**config.mk**
```make
export PLATFORM = sky130hd
export DESIGN_NAME = pt_walker
export DESIGN_NICKNAME = d
export VERILOG_FILES = /design/src/rtl/pw_pkg.sv /design/src/rtl/pw_entry_decode.sv /design/src/rtl/pw_rights.sv /design/src/rtl/pt_walker.sv
export SDC_FILE = /design/constraint.sdc
export NUM_CORES = 1
export LEC_CHECK = 0
export BUFFER_PORTS_ARGS = -buffer_cell sky130_fd_sc_hd__buf_2
export CAP_MARGIN = 10
export CORE_MARGIN = 2
export CORE_UTILIZATION = 44
export DETAILED_ROUTE_END_ITERATION = 10
export GPL_TIMING_DRIVEN = 1
export PLACE_DENSITY_LB_ADDON = 0.3
export SKIP_LAST_GASP = 1
export SLEW_MARGIN = 10
export SYNTH_ARGS = -nofsm -noshare
export SYNTH_HDL_FRONTEND = slang
export SYNTH_SLANG_ARGS = --single-unit
```
**constraint.sdc**
```tcl
create_clock -name clk -period 3 [get_ports clk]
set_input_delay 0.75 -clock clk [delete_from_list [all_inputs] [get_ports clk]]
set_output_delay 0.75 -clock clk [all_outputs]
set_load 0.05 [all_outputs]
```
**src/rtl/pw_pkg.sv**
```systemverilog
package pw_pkg;

  localparam int ENT_W    = 64;
  localparam int IDX_W    = 9;
  localparam int PG_SHIFT = 12;
  localparam int B_PRES   = 0;
  localparam int B_RW     = 1;
  localparam int B_US     = 2;
  localparam int B_ACC    = 5;
  localparam int B_DIRTY  = 6;
  localparam int B_PS     = 7;
  localparam int B_XD     = 63;

  typedef enum logic [1:0] {
    ST_IDLE,
    ST_RD_REQ,
    ST_RD_WAIT,
    ST_WB_REQ
  } walk_state_e;

  typedef struct packed {
    logic rsvd;
    logic user;
    logic wr;
    logic prot;
  } pf_code_t;

  // Table index of one level: nine linear address bits above the page offset.
  function automatic logic [IDX_W-1:0] lvl_index(input logic [63:0] la, input logic [1:0] lvl);
    logic [63:0] sh;
    sh = la >> (PG_SHIFT + IDX_W * int'(lvl));
    return sh[IDX_W-1:0];
  endfunction

  // Permission decision on the key {wp, user, us, rw, write}.
  function automatic logic rights_ok(input logic [4:0] key);
    if (key[3]) return key[2] && (!key[0] || key[1]);
    return !key[0] || key[1] || !key[4];
  endfunction

  function automatic pf_code_t make_code(input logic rsvd, input logic prot,
                                         input logic user, input logic wr);
    pf_code_t c;
    c.rsvd = rsvd;
    c.user = user;
    c.wr   = wr;
    c.prot = prot;
    return c;
  endfunction

endpackage

```
**src/rtl/pw_entry_decode.sv**
```systemverilog
module pw_entry_decode import pw_pkg::*; #(
  parameter int PA_W  = 40,
  parameter bit EN_1G = 1'b1,
  localparam int FN_W = PA_W - PG_SHIFT
) (
  input  logic [ENT_W-1:0] i_entry,
  input  logic [1:0]       i_lvl,
  input  logic [17:0]      i_la_mid,
  output logic             o_absent,
  output logic             o_rsvd,
  output logic             o_leaf,
  output logic [FN_W-1:0]  o_pfn,
  output logic [FN_W-1:0]  o_next,
  output logic [29:0]      o_mask
);

  logic ps, hi_rsvd, lvl_top, lvl_dpt, lvl_dir, lvl_tab;
  logic gig_low, meg_low;
  logic unused_bits;

  assign ps      = i_entry[B_PS];
  assign lvl_top = (i_lvl == 2'd3);
  assign lvl_dpt = (i_lvl == 2'd2);
  assign lvl_dir = (i_lvl == 2'd1);
  assign lvl_tab = (i_lvl == 2'd0);
  assign gig_low = |i_entry[29:13];
  assign meg_low = |i_entry[20:13];

  generate
    if (PA_W < 52) begin : g_hi
      assign hi_rsvd = |i_entry[51:PA_W];
    end else begin : g_nohi
      assign hi_rsvd = 1'b0;
    end
  endgenerate

  assign o_absent = ~i_entry[B_PRES];
  assign o_rsvd   = hi_rsvd
                  | (lvl_top & ps)
                  | (lvl_dpt & ps & (~EN_1G | gig_low))
                  | (lvl_dir & ps & meg_low);
  assign o_leaf   = lvl_tab | (lvl_dir & ps) | (lvl_dpt & ps & EN_1G);
  assign o_next   = i_entry[PA_W-1:PG_SHIFT];

  always_comb begin
    case (i_lvl)
      2'd2: begin
        o_pfn  = {i_entry[PA_W-1:30], i_la_mid};
        o_mask = 30'h3FFF_FFFF;
      end
      2'd1: begin
        o_pfn  = {i_entry[PA_W-1:21], i_la_mid[8:0]};
        o_mask = 30'h001F_FFFF;
      end
      default: begin
        o_pfn  = i_entry[PA_W-1:PG_SHIFT];
        o_mask = 30'h0000_0FFF;
      end
    endcase
  end

  assign unused_bits = ^{i_entry[63:52], i_entry[11:8], i_entry[6:1]};

endmodule

```
**src/rtl/pw_rights.sv**
```systemverilog
module pw_rights import pw_pkg::*; (
  input  logic [1:0] i_acc_prev,
  input  logic       i_ent_us,
  input  logic       i_ent_rw,
  input  logic       i_nx_prev,
  input  logic       i_ent_xd,
  input  logic       i_fetch,
  input  logic       i_wp,
  input  logic       i_user,
  input  logic       i_write,
  output logic [1:0] o_acc,
  output logic       o_nx,
  output logic       o_allow
);

  // o_acc[1] is the folded user bit, o_acc[0] the folded writable bit.
  assign o_acc   = i_acc_prev & {i_ent_us, i_ent_rw};
  assign o_nx    = i_nx_prev | (i_fetch & i_ent_xd);
  assign o_allow = rights_ok({i_wp, i_user, o_acc[1], o_acc[0], i_write}) & ~o_nx;

endmodule

```
**src/rtl/pt_walker.sv**
```systemverilog
module pt_walker import pw_pkg::*; #(
  parameter int LA_W  = 48,
  parameter int PA_W  = 40,
  parameter bit EN_1G = 1'b1,
  localparam int FN_W = PA_W - PG_SHIFT,
  localparam int LVL_W = 2
) (
  input  logic             clk,
  input  logic             rst_n,
  input  logic             i_start,
  input  logic [LA_W-1:0]  i_laddr,
  input  logic [FN_W-1:0]  i_root,
  input  logic             i_write,
  input  logic             i_user,
  input  logic             i_wp,
  input  logic             i_fetch,
  output logic             o_req_valid,
  input  logic             i_req_ready,
  output logic             o_req_write,
  output logic [PA_W-1:0]  o_req_addr,
  output logic [ENT_W-1:0] o_req_wdata,
  input  logic             i_rsp_valid,
  input  logic [ENT_W-1:0] i_rsp_data,
  output logic             o_done,
  output logic             o_fault,
  output logic [FN_W-1:0]  o_pfn,
  output logic [29:0]      o_mask,
  output logic [3:0]       o_err
);

  walk_state_e      st_q;
  logic [LVL_W-1:0] lvl_q;
  logic [LA_W-1:0]  la_q;
  logic             wr_q, user_q, wp_q, fetch_q;
  logic [FN_W-1:0]  base_q;
  logic [1:0]       acc_q;
  logic             nx_q;
  logic [ENT_W-1:0] wb_data_q;
  logic             done_q, fault_q;
  logic [FN_W-1:0]  pfn_q;
  logic [29:0]      mask_q;
  pf_code_t         err_q;

  logic [PA_W-1:0]  rd_addr;
  logic             dec_absent, dec_rsvd, dec_leaf;
  logic [FN_W-1:0]  dec_pfn, dec_next;
  logic [29:0]      dec_mask;
  logic [1:0]       acc_now;
  logic             nx_now, allow;
  logic             need_mark;

  // Named internal events.
  logic ev_start, ev_rsp, ev_absent, ev_rsvd, ev_pass;
  logic ev_denied, ev_leaf_ok, ev_descend, ev_mark, ev_wb_fire;
  logic ev_finish_ok, ev_fault;

  assign rd_addr = {base_q, lvl_index(64'(la_q), lvl_q), 3'b000};

  pw_entry_decode #(.PA_W(PA_W), .EN_1G(EN_1G)) u_decode (
    .i_entry  (i_rsp_data),
    .i_lvl    (lvl_q),
    .i_la_mid (la_q[29:12]),
    .o_absent (dec_absent),
    .o_rsvd   (dec_rsvd),
    .o_leaf   (dec_leaf),
    .o_pfn    (dec_pfn),
    .o_next   (dec_next),
    .o_mask   (dec_mask)
  );

  pw_rights u_rights (
    .i_acc_prev (acc_q),
    .i_ent_us   (i_rsp_data[B_US]),
    .i_ent_rw   (i_rsp_data[B_RW]),
    .i_nx_prev  (nx_q),
    .i_ent_xd   (i_rsp_data[B_XD]),
    .i_fetch    (fetch_q),
    .i_wp       (wp_q),
    .i_user     (user_q),
    .i_write    (wr_q),
    .o_acc      (acc_now),
    .o_nx       (nx_now),
    .o_allow    (allow)
  );

  assign need_mark    = ~i_rsp_data[B_ACC] | (wr_q & ~i_rsp_data[B_DIRTY]);
  assign ev_start     = i_start & (st_q == ST_IDLE);
  assign ev_rsp       = (st_q == ST_RD_WAIT) & i_rsp_valid;
  assign ev_absent    = ev_rsp & dec_absent;
  assign ev_rsvd      = ev_rsp & ~dec_absent & dec_rsvd;
  assign ev_pass      = ev_rsp & ~dec_absent & ~dec_rsvd;
  assign ev_denied    = ev_pass & dec_leaf & ~allow;
  assign ev_leaf_ok   = ev_pass & dec_leaf & allow;
  assign ev_descend   = ev_pass & ~dec_leaf;
  assign ev_mark      = ev_leaf_ok & need_mark;
  assign ev_wb_fire   = (st_q == ST_WB_REQ) & i_req_ready;
  assign ev_finish_ok = (ev_leaf_ok & ~need_mark) | ev_wb_fire;
  assign ev_fault     = ev_absent | ev_rsvd | ev_denied;

  always_ff @(posedge clk or negedge rst_n) begin
    if (!rst_n) begin
      st_q      <= ST_IDLE;
      lvl_q     <= '0;
      la_q      <= '0;
      wr_q      <= 1'b0;
      user_q    <= 1'b0;
      wp_q      <= 1'b0;
      fetch_q   <= 1'b0;
      base_q    <= '0;
      acc_q     <= 2'b11;
      nx_q      <= 1'b0;
      wb_data_q <= '0;
    end else begin
      case (st_q)
        ST_IDLE: if (ev_start) begin
          st_q    <= ST_RD_REQ;
          lvl_q   <= 2'd3;
          la_q    <= i_laddr;
          wr_q    <= i_write;
          user_q  <= i_user;
          wp_q    <= i_wp;
          fetch_q <= i_fetch;
          base_q  <= i_root;
          acc_q   <= 2'b11;
          nx_q    <= 1'b0;
        end
        ST_RD_REQ: if (i_req_ready) st_q <= ST_RD_WAIT;
        ST_RD_WAIT: if (ev_rsp) begin
          if (ev_descend) begin
            st_q   <= ST_RD_REQ;
            lvl_q  <= lvl_q - 2'd1;
            base_q <= dec_next;
            acc_q  <= acc_now;
            nx_q   <= nx_now;
          end else if (ev_mark) begin
            st_q      <= ST_WB_REQ;
            wb_data_q <= i_rsp_data | (ENT_W'(1) << B_ACC) | (ENT_W'(wr_q) << B_DIRTY);
          end else begin
            st_q <= ST_IDLE;
          end
        end
        ST_WB_REQ: if (i_req_ready) st_q <= ST_IDLE;
        default: st_q <= ST_IDLE;
      endcase
    end
  end

  always_ff @(posedge clk or negedge rst_n) begin
    if (!rst_n) begin
      done_q  <= 1'b0;
      fault_q <= 1'b0;
      pfn_q   <= '0;
      mask_q  <= '0;
      err_q   <= '0;
    end else begin
      done_q  <= ev_finish_ok;
      fault_q <= ev_fault;
      if (ev_leaf_ok) begin
        pfn_q  <= dec_pfn;
        mask_q <= dec_mask;
      end
      if (ev_fault) err_q <= make_code(ev_rsvd, ev_rsvd | ev_denied, user_q, wr_q);
    end
  end

  assign o_req_valid = (st_q == ST_RD_REQ) | (st_q == ST_WB_REQ);
  assign o_req_write = (st_q == ST_WB_REQ);
  assign o_req_addr  = rd_addr;
  assign o_req_wdata = wb_data_q;
  assign o_done      = done_q;
  assign o_fault     = fault_q;
  assign o_pfn       = pfn_q;
  assign o_mask      = mask_q;
  assign o_err       = err_q;

  AST_REQ_HOLD: assert property (@(posedge clk) disable iff (!rst_n)
    o_req_valid && !i_req_ready |=> o_req_valid && $stable(o_req_addr) && $stable(o_req_write));
  AST_NO_REQ_WAITING: assert property (@(posedge clk) disable iff (!rst_n)
    o_req_valid && i_req_ready && !o_req_write |=> !o_req_valid);
  AST_TOP_NOT_LEAF: assert property (@(posedge clk) disable iff (!rst_n)
    ev_rsp && lvl_q == 2'd3 |-> !ev_leaf_ok);
  AST_RSVD_SETS_P: assert property (@(posedge clk) disable iff (!rst_n)
    o_fault && o_err[3] |-> o_err[0]);
  AST_MASK_SHAPE: assert property (@(posedge clk) disable iff (!rst_n)
    o_done |-> (o_mask == 30'hFFF || o_mask == 30'h1F_FFFF || o_mask == 30'h3FFF_FFFF));
  AST_WB_MARKS: assert property (@(posedge clk) disable iff (!rst_n)
    o_req_valid && o_req_write |-> o_req_wdata[B_ACC] && (o_req_wdata[B_DIRTY] || !wr_q));
  AST_ONE_RESULT: assert property (@(posedge clk) disable iff (!rst_n)
    !(o_done && o_fault));
  AST_RESULT_PULSE: assert property (@(posedge clk) disable iff (!rst_n)
    (o_done || o_fault) |=> !(o_done || o_fault));
  AST_START_IGNORED: assert property (@(posedge clk) disable iff (!rst_n)
    i_start && st_q != ST_IDLE |=> $stable(la_q) && $stable(wr_q));

endmodule

```
After elaboration in Yosys (flattened, before gate mapping)
Index checks and enable logic that the tools add are counted.

$add $sub $neg: 2. $mul: 1. Div/mod/pow operators: 0. Magnitude comparators: 0. Equality and inequality tests: 11. Shift-type cells: 1. Mux-type cells: 27. Bitwise logic cells: 44. Reductions and logical operators: 15.

Operator list (count): 2-to-1 mux 28 bit (3); OR 64 x 7 -> 64 bit (1); one-hot mux 30 bit (2 select lines) (1); one-hot mux 28 bit (2 select lines) (1); >> shifter 48 x 7 -> 9 bit (1); one-hot mux 18 bit (2 select lines) (1); 2-to-1 mux 2 bit (11); AND 1 bit (21); OR reduction 17 bit (1); OR 1 bit (12); AND reduction 4 bit (3); OR reduction 12 bit (1); inequality test 2 bit (second input constant) (5); inverter 1 bit (9); == test 2 bit (second input constant) (4); one-hot mux 2 bit (2 select lines) (2); one-hot mux 2 bit (4 select lines) (1); OR reduction 8 bit (1); adder 4 x 6 -> 7 bit (first input constant) (1); multiplier 4 x 2 -> 6 bit (first input constant) (1); 2-to-1 mux 1 bit (6); == test 2 x 1 -> 1 bit (second input constant) (2); zero test 2 bit (2); AND 2 bit (1); 7 further kinds (9).

Register bits after elaboration: 215. Bits in latches: 0. Bits in writable memories: 0. Bits in read-only memories: 0. Input port bits: 149. Output and inout bits: 170. Word-level logic and storage cells: 120. Memories kept: 0.

Logic depth before layout (Yosys ltp)
Gate-level depths: netlist (run 1).

Depth after elaboration: 14. Depth in mapped cells: 10.

Cells and area by module
A second synthesis (run 1) with hierarchy kept.

Cell total of the unflattened synthesis: 654. Area total of the unflattened synthesis: 9185.1 um^2.

By module, submodules not included: pt_walker (instances 1, cells each 511, area an instance 8236.6 um^2, sequential area each 5082.4 um^2); pw_entry_decode (instances 1, cells each 135, area an instance 899.6 um^2, sequential area each 0.0 um^2); pw_rights (instances 1, cells each 8, area an instance 48.8 um^2, sequential area each 0.0 um^2).

Worst setup path after synthesis (run 1)
OpenSTA, ideal clock, no wires.

Path type: register to register. Start point: register lvl_q[0]. End point: register wb_data_q[10] (netlist: o_req_wdata[10]). Setup time: 0.128 ns. Arrival time: 2.854 ns. Required time: 2.872 ns. Path slack: 0.018 ns. Cell stages (with the launch flop): 11. Buffers on the path: 3. Path through: dfrtp_1 > clkbuf_1 > inv_1 > ha_1 > o21ai_0 > a21oi_1 > a311oi_4 > nand3_2 > buf_2 > buf_2 > mux2_1.

Word-level cells in the longest chain between the ends: 11.

RTL lines: start, declared (RTL line pt_walker.sv:32) `logic [LVL_W-1:0] lvl_q;`; start signal, assigned (RTL line pt_walker.sv:131) `lvl_q <= lvl_q - 2'd1;`; == test 2 bit, on equally long branches (RTL line pw_entry_decode.sv:22, pw_entry_decode.sv:23); AND 1 bit, on equally long branches (RTL line pw_entry_decode.sv:39, pw_entry_decode.sv:40, pw_entry_decode.sv:42); OR 1 bit or AND 1 bit (tied branches) (RTL line pw_entry_decode.sv:39, pw_entry_decode.sv:40); OR 1 bit (RTL line pw_entry_decode.sv:40) `| (lvl_dpt & ps & (~EN_1G | gig_low))`; OR 1 bit (RTL line pw_entry_decode.sv:41) `| (lvl_dir & ps & meg_low);`; inverter 1 bit (RTL line pt_walker.sv:91) `assign ev_pass = ev_rsp & ~dec_absent & ~dec_rsvd;`; AND 1 bit (RTL line pt_walker.sv:91); AND 1 bit (2 in a row) (RTL line pt_walker.sv:93) `assign ev_leaf_ok = ev_pass & dec_leaf & allow;`; AND 1 bit (RTL line pt_walker.sv:95) `assign ev_mark = ev_leaf_ok & need_mark;`; AND reduction 4 bit (no line) *; end signal, assigned (RTL line pt_walker.sv:137) `wb_data_q <= i_rsp_data | (ENT_W'(1) << B_ACC) | (ENT_W'(wr_q) << B_DIRTY);`; end, declared (RTL line pt_walker.sv:38) `logic [ENT_W-1:0] wb_data_q;`.

Mark *: on every way between the ends. The rest lies on a longest branch, timed or not. A chain may end at the register's enable or synchronous reset.

Final worst setup path (run 1)
Start point: register lvl_q[0]. End point: output port o_req_addr[5].

Word-level cells in the longest chain between the ends: 3.

RTL lines: multiplier 4 x 2 -> 6 bit (RTL line pw_pkg.sv:31) `sh = la >> (PG_SHIFT + IDX_W * int'(lvl));`; adder 4 x 6 -> 7 bit (RTL line pw_pkg.sv:31); >> shifter 48 x 7 -> 9 bit (RTL line pw_pkg.sv:31); end, declared (RTL line pt_walker.sv:20) `output logic [PA_W-1:0] o_req_addr,`.

Every way passes these cells.

==> impl_metrics.py, run 1 <==
metrics = {
    "outcome": {
        "status": "completed",
    },
    "timing": {
        "fin_crit_ns": 2.599,
        "setup_ws_ns": 0.4011,
        "period_share": 0.8663,
        "tns_ns": 0,
        "hold_violations": 0,
        "finClkSkew_ns": 0.008858,
        "fin_hold_ws_ns": 0.2851,
        "rsz0062_at_grt": "no",
        "slew_violations": 0,
        "fmax_mhz": 384.8,
        "finalSetupViolCount": 0,
        "worst_pin_slew_ns": 0.6772,
        "slew_headroom": 0.5445,
    },
    "logic_synthesis": {
        "ys_seq_area_frac": 0.5738,
        "synth_area_um2": 7680,
        "async_flop_share": 1.000,
        "synth_top_area_share": 0.5670,
        "synthCells": 673,
        "synth-edff-count": 0,
        "ys.flop_type": "dfrtp_1",
        "avgSynthCellArea_um2": 11.41,
        "ys_seq_elements": 176,
        "yosys-top-cells-area": "dfrtp_1, mux2_2, nand2_1, mux2i_1, buf_4",
        "ys.warnings.count": 0,
        "yosys.cell_types.count": 38,
        "synth_top_cell_by_area": "dfrtp_1",
    },
    "drt": {
        "post-route-drc-count": 0,
        "drtIter0Drc": 310,
        "vias": 5919,
        "wirelength_um": 20610,
        "detail-route-antenna-nets": 0,
        "vias_per_cell": 5.012,
        "dr.pass1.iters": 5,
        "routedWlPerCell_um": 17.45,
    },
    "setup_path": {
        "path_cells": "buf_4 -> mux4_2 -> buf_2",
        "criticalPathCategory": "flip-flop to output pin",
        "r2r_slack_ns": 0.43,
        "cp-end-kind": "output pin",
        "cp_top_family": "multiplexers",
        "slowest_delay_ns": 0.53,
        "worst_path_max_delay_cell": "mux4_2",
        "cp_max_fo": 9,
        "worstPathRequired_ns": 2.25,
        "rr_worst_depth": 8,
        "reg2reg_to": "o_req_wdata[39]",
        "r2r-start": "lvl_q[0]",
        "critical_path_arrival_ns": 1.85,
        "critPathBufInv": 2,
        "start_kind": "flip-flop",
    },
    "clocking": {
        "hold_buffers": 0,
        "cts_root_buf": "clkbuf_16",
        "path_clk_slew_ns": 0.07,
        "clock_sinks": 176,
        "clock_path_buffers": 2,
        "post_cts_buffers": 0,
        "cts_tree": "done",
        "htreeDepth": 4,
        "cts_resized": 0,
        "clock_latency_ns": 0.42,
        "cts_buffers": 17,
    },
    "worst_hold_path": {
        "min_path_type": "input pin to asynchronous set/reset pin",
    },
    "place": {
        "gp_congestion": 0.8087,
        "dp_cells": 1149,
        "pre_cts_ws_ns": 0.2403,
        "placed_area_um2": 9308,
        "io_buffers": 303,
        "hpwl_um": 15550,
    },
    "floorplanning": {
        "die_x_um": 136.1,
        "die_y_um": 136.1,
        "io_pins": 319,
        "start_util": 0.4471,
        "fp-row-count": 48,
        "core-area_um2": 17180,
        "dieArea_um2": 18530,
    },
    "layout": {
        "final_cell_mix": "buf_2, dfrtp_1, nand2_1",
        "diodes": 0,
        "area_growth_pct": 28.49,
        "stdcell_count": 1181,
        "seq_area_um2": 4407,
        "layout-drive-gt1-share": 0.4529,
        "postLayoutCellArea_um2": 9868,
        "fin_util": 0.5745,
        "nets": 1097,
        "final.fill_count": 1504,
        "layout_commonest_cell": "buf_2",
        "multi_input_area_um2": 2903,
    },
    "power_and_ir_drop": {
        "leakage_nw": 5.509,
        "vdd_drop_max_mv": 0.4316,
        "power_mw": 7.866,
        "power.density_nw_per_um2": 797.1,
    },
    "grt": {
        "grt_overflow": 0,
        "grt_max_degree": 74,
        "grt_pass1_vias": 5691,
        "grt_pass1_wl_um": 31080,
        "grt_usage": 0.2231,
        "antenna_found_initial": 0,
    },
    "flow_run": {
        "drv_cap": 0,
    },
}
[worst reg2reg max path: stages (launching register included)]
cell and delay, ns:
dfrtp_1 0.42, inv_1 0.13, ha_1 0.30, o21ai_0 0.28, nor2b_1 0.38, nor3_2 0.14
nand3_2 0.13, buf_4 0.30, mux2_2 0.39
[worst max-delay path by stage]
stage | startpoint | to | slack, ns | cells after the start
detailed placement | i_rsp_data[49] | o_req_wdata[39] | 0.24 | 7
finish | lvl_q[0] | o_req_addr[5] | 0.40 | 3
CTS | lvl_q[0] | o_req_addr[7] | 0.38 | 3
floorplan | lvl_q[0] | o_req_wdata[10] | 0.02 | 10
global route | lvl_q[0] | o_req_wdata[39] | 0.17 | 8
global placement | i_rsp_data[40] | o_req_wdata[26] | 0.27 | 7
[synth_stat cells, types with 2 or more instances]
library cell,count
a21oi_1,23
a22o_1,9
a2bb2oi_1,3
a31oi_1,10
and2_1,15
buf_1,6
buf_2,6
buf_4,32
clkbuf_1,25
dfrtp_1,174
dfstp_2,2
ha_1,5
inv_1,5
mux2_1,2
mux2_2,68
mux2i_1,30
mux4_2,9
nand2_1,157
nand2b_1,5
nand3_1,7
nor2_1,5
nor2b_1,12
nor3_1,4
nor4_1,6
o211ai_1,4
o21a_1,2
o21ai_0,36
[registers in the layout (all words and copies together) (netlist names)]
register     count
o_req_wdata     64
la_q            36
base_q          28
o_pfn           28
o_err            4
o_mask           3
acc_q            2
lvl_q            2
st_q             2
fetch_q          1
nx_q             1
o_done           1
o_fault          1
user_q           1
wp_q             1
wr_q             1
[logic make-up (layout without fill, tap and decap cells)]
kind of cell	after synthesis	count (layout)	share of synthesized area
buf+inv	74	355	0.05279
mux	109	109	0.1681
other cells	1	3	0.0004883
flops	176	176	0.5738
simple gates	214	214	0.1206
compound gates	94	94	0.07609
fa+ha+maj	5	5	0.008146
[where the power goes]
part	switching, mW	leakage [nW]	internal, mW
Clock	0.943	0.257	1.15
Sequential	0.335	2.32	2.85
Combinational	1.84	2.93	0.743
Total	3.12	5.51	4.75
[area by class of cell]
type                    instances  area share
well taps                     225     0.02853
clock inverters                14     0.01331
repair buffers                318      0.1721
flip-flops and latches        176      0.4466
multi-input cells             425      0.2942
inverters                       5    0.001902
clock buffers                  18     0.04349
[layer usage]
| layer | up-vias | track usage | share of wire |
|---|---|---|---|
| met5 | - | 0 | 0 |
| met4 | 0 | 0.07292 | 0.014 |
| met2 | 220 | 0.3738 | 0.50 |
| li1 | 2822 | - | - |
| met1 | 2858 | 0.2893 | 0.42 |
| met3 | 19 | 0.04810 | 0.068 |
No activity file was read; power rests on OpenSTA's default activity.
==> run 2: changes to the inputs <==
BUFFER_PORTS_ARGS = unset   (was -buffer_cell sky130_fd_sc_hd__buf_2)
CORE_AREA = 2 2 123 125   (was unset)
CORE_MARGIN = unset   (was 2)
CORE_UTILIZATION = unset   (was 44)
DIE_AREA = 0 0 125 127   (was unset)
DONT_BUFFER_PORTS = 1   (was unset)
==> impl_metrics.py, run 2 (synthesis gave the netlist of run 1 again) <==
metrics = {
    "outcome": {
        "status": "completed",
    },
    "drt": {
        "detail-route-antenna-nets": 0,
        "post-route-drc-count": 0,
        "dr.pass1.iters": 4,
        "vias": 4902,
        "routedWlPerCell_um": 22.83,
        "drtIter0Drc": 244,
        "wirelength_um": 19160,
        "vias_per_cell": 5.843,
    },
    "clocking": {
        "clock_path_buffers": 2,
        "cts_buffers": 17,
        "cts_root_buf": "clkbuf_16",
        "cts_resized": 0,
        "post_cts_buffers": 0,
        "cts_tree": "done",
        "hold_buffers": 0,
        "path_clk_slew_ns": 0.06,
        "htreeDepth": 4,
        "clock_sinks": 176,
        "clock_latency_ns": 0.42,
    },
    "floorplanning": {
        "io_pins": 319,
        "core-area_um2": 14420,
        "dieArea_um2": 15880,
        "die_y_um": 127,
        "die_x_um": 125,
        "start_util": 0.5324,
        "fp-row-count": 44,
    },
    "layout": {
        "multi_input_area_um2": 2903,
        "final_cell_mix": "dfrtp_1, nand2_1, mux2_2",
        "area_growth_pct": 7.999,
        "seq_area_um2": 4418,
        "final.fill_count": 1176,
        "diodes": 0,
        "nets": 796,
        "largest_reg_flops": 64,
        "layout-drive-gt1-share": 0.2061,
        "layout_commonest_cell": "dfrtp_1",
    },
    "setup_path": {
        "start_kind": "flip-flop",
        "cp_max_fo": 37,
        "cp-end-kind": "flip-flop",
        "worstPathRequired_ns": 3.31,
        "criticalPathCategory": "flip-flop to flip-flop",
        "critical_path_arrival_ns": 3.01,
    },
    "timing": {
        "slew_headroom": 0.5847,
        "rsz0062_at_grt": "no",
        "tns_ns": 0,
        "setup_ws_ns": 0.2970,
        "slew_violations": 0,
        "period_share": 0.9010,
        "fin_crit_ns": 2.703,
        "fmax_mhz": 370.0,
        "worst_pin_slew_ns": 0.6175,
        "finalSetupViolCount": 0,
        "hold_violations": 0,
        "finClkSkew_ns": 0.006807,
    },
    "grt": {
        "grt_pass1_vias": 5093,
        "grt_usage": 0.2411,
        "grt_pass1_wl_um": 29280,
        "grt_max_degree": 177,
        "antenna_found_initial": 0,
        "grt_overflow": 0,
    },
    "flow_run": {
        "drv_cap": 0,
    },
    "power_and_ir_drop": {
        "power_mw": 7.414,
        "leakage_nw": 4.092,
        "power.density_nw_per_um2": 893.9,
        "vdd_drop_max_mv": 0.5129,
    },
    "place": {
        "hpwl_um": 13940,
        "pre_cts_ws_ns": 0.3183,
        "gp_congestion": 0.8201,
        "io_buffers": 0,
    },
    "worst_hold_path": {
        "min_path_type": "input pin to asynchronous set/reset pin",
    },
}
==> run 2: changes by cell type in the layout (fill, tap and decap cells not counted) <==
cell / change
clkinv_4: +2
buf_2: -302
inv_6: -2
clkbuf_8: +3
buf_6: -1
bufinv_16: -1
buf_12: -3
dfrtp_4: +3
dfrtp_1: -3
clkinv_2: +2
buf_16: +1
buf_4: +4
clkinvlp_4: -4
==> run 2: final cells by class <==
class,instances,area share
well taps,184,0.02776
multi-input cells,425,0.3500
clock inverters,11,0.009805
flip-flops and latches,176,0.5327
clock buffers,21,0.05672
inverters,5,0.002263
repair buffers,17,0.02082
==> run 2: path summary, 6_finish.rpt <==
path | depth (start not counted) | endpoint | from | slack, ns
worst max-delay path | 8 | o_req_wdata[8] | lvl_q[0] | 0.30
worst min-delay path | 0 | user_q | rst_n | 0.02
worst max register to register | 8 | o_req_wdata[8] | lvl_q[0] | 0.30
worst min register to register | 2 | la_q[40] | la_q[40] | 0.47
max in group asynchronous | 0 | base_q[20] | rst_n | 2.76
min in group clk | 2 | la_q[34] | i_laddr[34] | 0.43
==> run 2: power by group <==
| part | total, mW | internal [mW] | switching (mW) |
|---|---|---|---|
| combinational | 1.39 | 0.496 | 0.899 |
| clock | 2.04 | 1.13 | 0.909 |
| sequential | 3.98 | 2.84 | 1.14 |
==> run 2: critical path, cell delays in order (launching register included) <==
cell     delay, ns
dfrtp_1       0.41
inv_1         0.13
ha_1          0.29
o21ai_0       0.32
nor2b_1       0.38
nor3_2        0.14
nand3_2       0.10
buf_4         0.39
mux2_2        0.40
==> run 2: routing by layer <==
metal,GRT usage,part of all wire,up-vias
met5,0,0,-
met4,0.09935,0.031,0
met3,0.08166,0.090,40
met2,0.4012,0.51,249
met1,0.2906,0.37,2406
li1,-,-,2207
==> run 2: metrics by stage <==
stage	cells	hold WS, ns	instance area, um^2	util
3_5_place_dp	807	0.4591	7742	0.5368
6_report	839	0.02227	8294	0.5750
3_3_place_gp	807	0.4540	7742	0.5368
2_1_floorplan	675	0.4403	7687	-
5_1_grt	839	0.004832	8294	0.5750
4_1_cts	839	0.0002020	8294	0.5750
==> run 3: changes to the inputs <==
GPL_TIMING_DRIVEN = 0   (was 1)
==> impl_metrics.py, run 3 (synthesis gave the netlist of run 1 again) <==
metrics = {
    "outcome": {
        "status": "completed",
    },
    "timing": {
        "fin_crit_ns": 2.764,
        "finalSetupViolCount": 0,
        "fmax_mhz": 361.8,
        "slew_violations": 0,
        "fin_hold_ws_ns": 0.02890,
        "period_share": 0.9214,
        "setup_ws_ns": 0.2359,
        "rsz0062_at_grt": "no",
        "hold_violations": 0,
        "slew_headroom": 0.4649,
        "finClkSkew_ns": 0.009794,
        "worst_pin_slew_ns": 0.8027,
    },
    "setup_path": {
        "worstPathRequired_ns": 3.31,
        "start_kind": "flip-flop",
        "cp-end-kind": "flip-flop",
        "cp_max_fo": 10,
        "criticalPathCategory": "flip-flop to flip-flop",
        "critical_path_arrival_ns": 3.07,
    },
    "floorplanning": {
        "die_y_um": 127,
        "start_util": 0.5324,
        "dieArea_um2": 15880,
        "core-area_um2": 14420,
        "io_pins": 319,
        "die_x_um": 125,
        "fp-row-count": 44,
    },
    "drt": {
        "dr.pass1.iters": 4,
        "vias": 5183,
        "drtIter0Drc": 341,
        "post-route-drc-count": 0,
        "wirelength_um": 20240,
        "routedWlPerCell_um": 22.69,
        "detail-route-antenna-nets": 0,
        "vias_per_cell": 5.811,
    },
    "layout": {
        "layout_commonest_cell": "dfrtp_1",
        "diodes": 0,
        "stdcell_count": 892,
        "area_growth_pct": 11.63,
        "fin_util": 0.5944,
        "postLayoutCellArea_um2": 8573,
        "final.fill_count": 1183,
        "layout-drive-gt1-share": 0.2246,
        "largest_reg_flops": 64,
        "nets": 849,
        "final_cell_mix": "dfrtp_1, nand2_1, mux2_2",
    },
    "place": {
        "gp_congestion": 0.8565,
        "io_buffers": 0,
        "pre_cts_ws_ns": -0.7864,
        "hpwl_um": 15250,
        "dp_cells": 859,
        "placed_area_um2": 7918,
    },
    "power_and_ir_drop": {
        "vdd_drop_max_mv": 0.5003,
        "leakage_nw": 4.281,
        "power.density_nw_per_um2": 900.1,
    },
    "grt": {
        "grt_max_degree": 177,
        "grt_util_met1": 0.3098,
        "grt_pass1_wl_um": 30740,
        "grt_pass1_vias": 5251,
        "grt_usage": 0.2560,
        "busiest_layer": "met2",
        "grt_overflow": 0,
        "antenna_found_initial": 0,
        "grt_use_met2": 0.4198,
        "grtUsageMet3": 0.09003,
    },
    "clocking": {
        "cts_root_buf": "clkbuf_16",
        "path_clk_slew_ns": 0.06,
        "cts_buffers": 17,
        "clock_path_buffers": 2,
        "clock_latency_ns": 0.42,
        "hold_buffers": 0,
        "htreeDepth": 4,
        "clock_sinks": 176,
        "cts_tree": "done",
    },
    "worst_hold_path": {
        "min_path_type": "input pin to asynchronous set/reset pin",
    },
    "flow_run": {
        "drv_cap": 0,
    },
}
[run 3: area by class of cell]
| class | count | area, um^2 | area share |
|---|---|---|---|
| buffer | 69 | 406.6 | 0.04743 |
| clock buffer | 21 | 460.4 | 0.05371 |
| clock inverter | 11 | 156.4 | 0.01824 |
| inverter | 5 | 18.77 | 0.002189 |
| multi-input combinational | 425 | 2887 | 0.3367 |
| sequential | 176 | 4407 | 0.5140 |
| tap | 184 | 230.2 | 0.02685 |
| timing repair buffer | 1 | 7.507 | 0.0008757 |
[run 3: timing repair]
item                                    in CTS  in global routing
setup buffers                                1                  0
pin swaps                                    1                  0
endpoints found under the setup margin     133                 89
gates resized for setup                      6                 14
[run 3: per-layer routing]
layer  vias up  wire length, um  part of all wire
li1       2315                -                 -
met1      2563             7666              0.38
met2       258             9944              0.49
met3        47             1888             0.093
met4         0              744             0.037
met5         -                0                 0
[run 3: worst max-delay path: stages, from the launching register on]
cell and delay, ns:
dfrtp_1 0.41, clkbuf_2 0.31, inv_1 0.14, ha_1 0.24, o21ai_2 0.20, nor2b_2 0.23, nor3_2 0.08, nand3_2 0.10
clkbuf_1 0.53, mux2_2 0.41
[run 3: report_power, final]
group / switching, mW / total (mW) / internal [mW]
combinational: 0.943 / 1.44 / 0.500
clock: 0.916 / 2.28 / 1.36
sequential: 1.16 / 3.99 / 2.84
[run 3: through the flow]
| step | power, mW | setup TNS [ns] |
|---|---|---|
| 2_1_floorplan | 5.025 | 0 |
| 3_3_place_gp | 5.392 | -53.45 |
| 3_5_place_dp | 5.474 | -72.46 |
| 4_1_cts | 7.753 | 0 |
| 5_1_grt | 8.077 | 0 |
| 6_report | 7.717 | 0 |
[run 3: worst paths after layout]
| kind | from | to | slack [ns] | cells past startpoint |
|---|---|---|---|---|
| worst max-delay path | lvl_q[1] | o_req_wdata[36] | 0.24 | 9 |
| worst min-delay path | rst_n | fetch_q | 0.03 | 0 |
| worst max register to register | lvl_q[1] | o_req_wdata[36] | 0.24 | 9 |
| worst min register to register | la_q[44] | la_q[44] | 0.47 | 2 |
| max in group asynchronous | rst_n | base_q[13] | 2.61 | 0 |
| min in group clk | i_laddr[41] | la_q[41] | 0.43 | 2 |
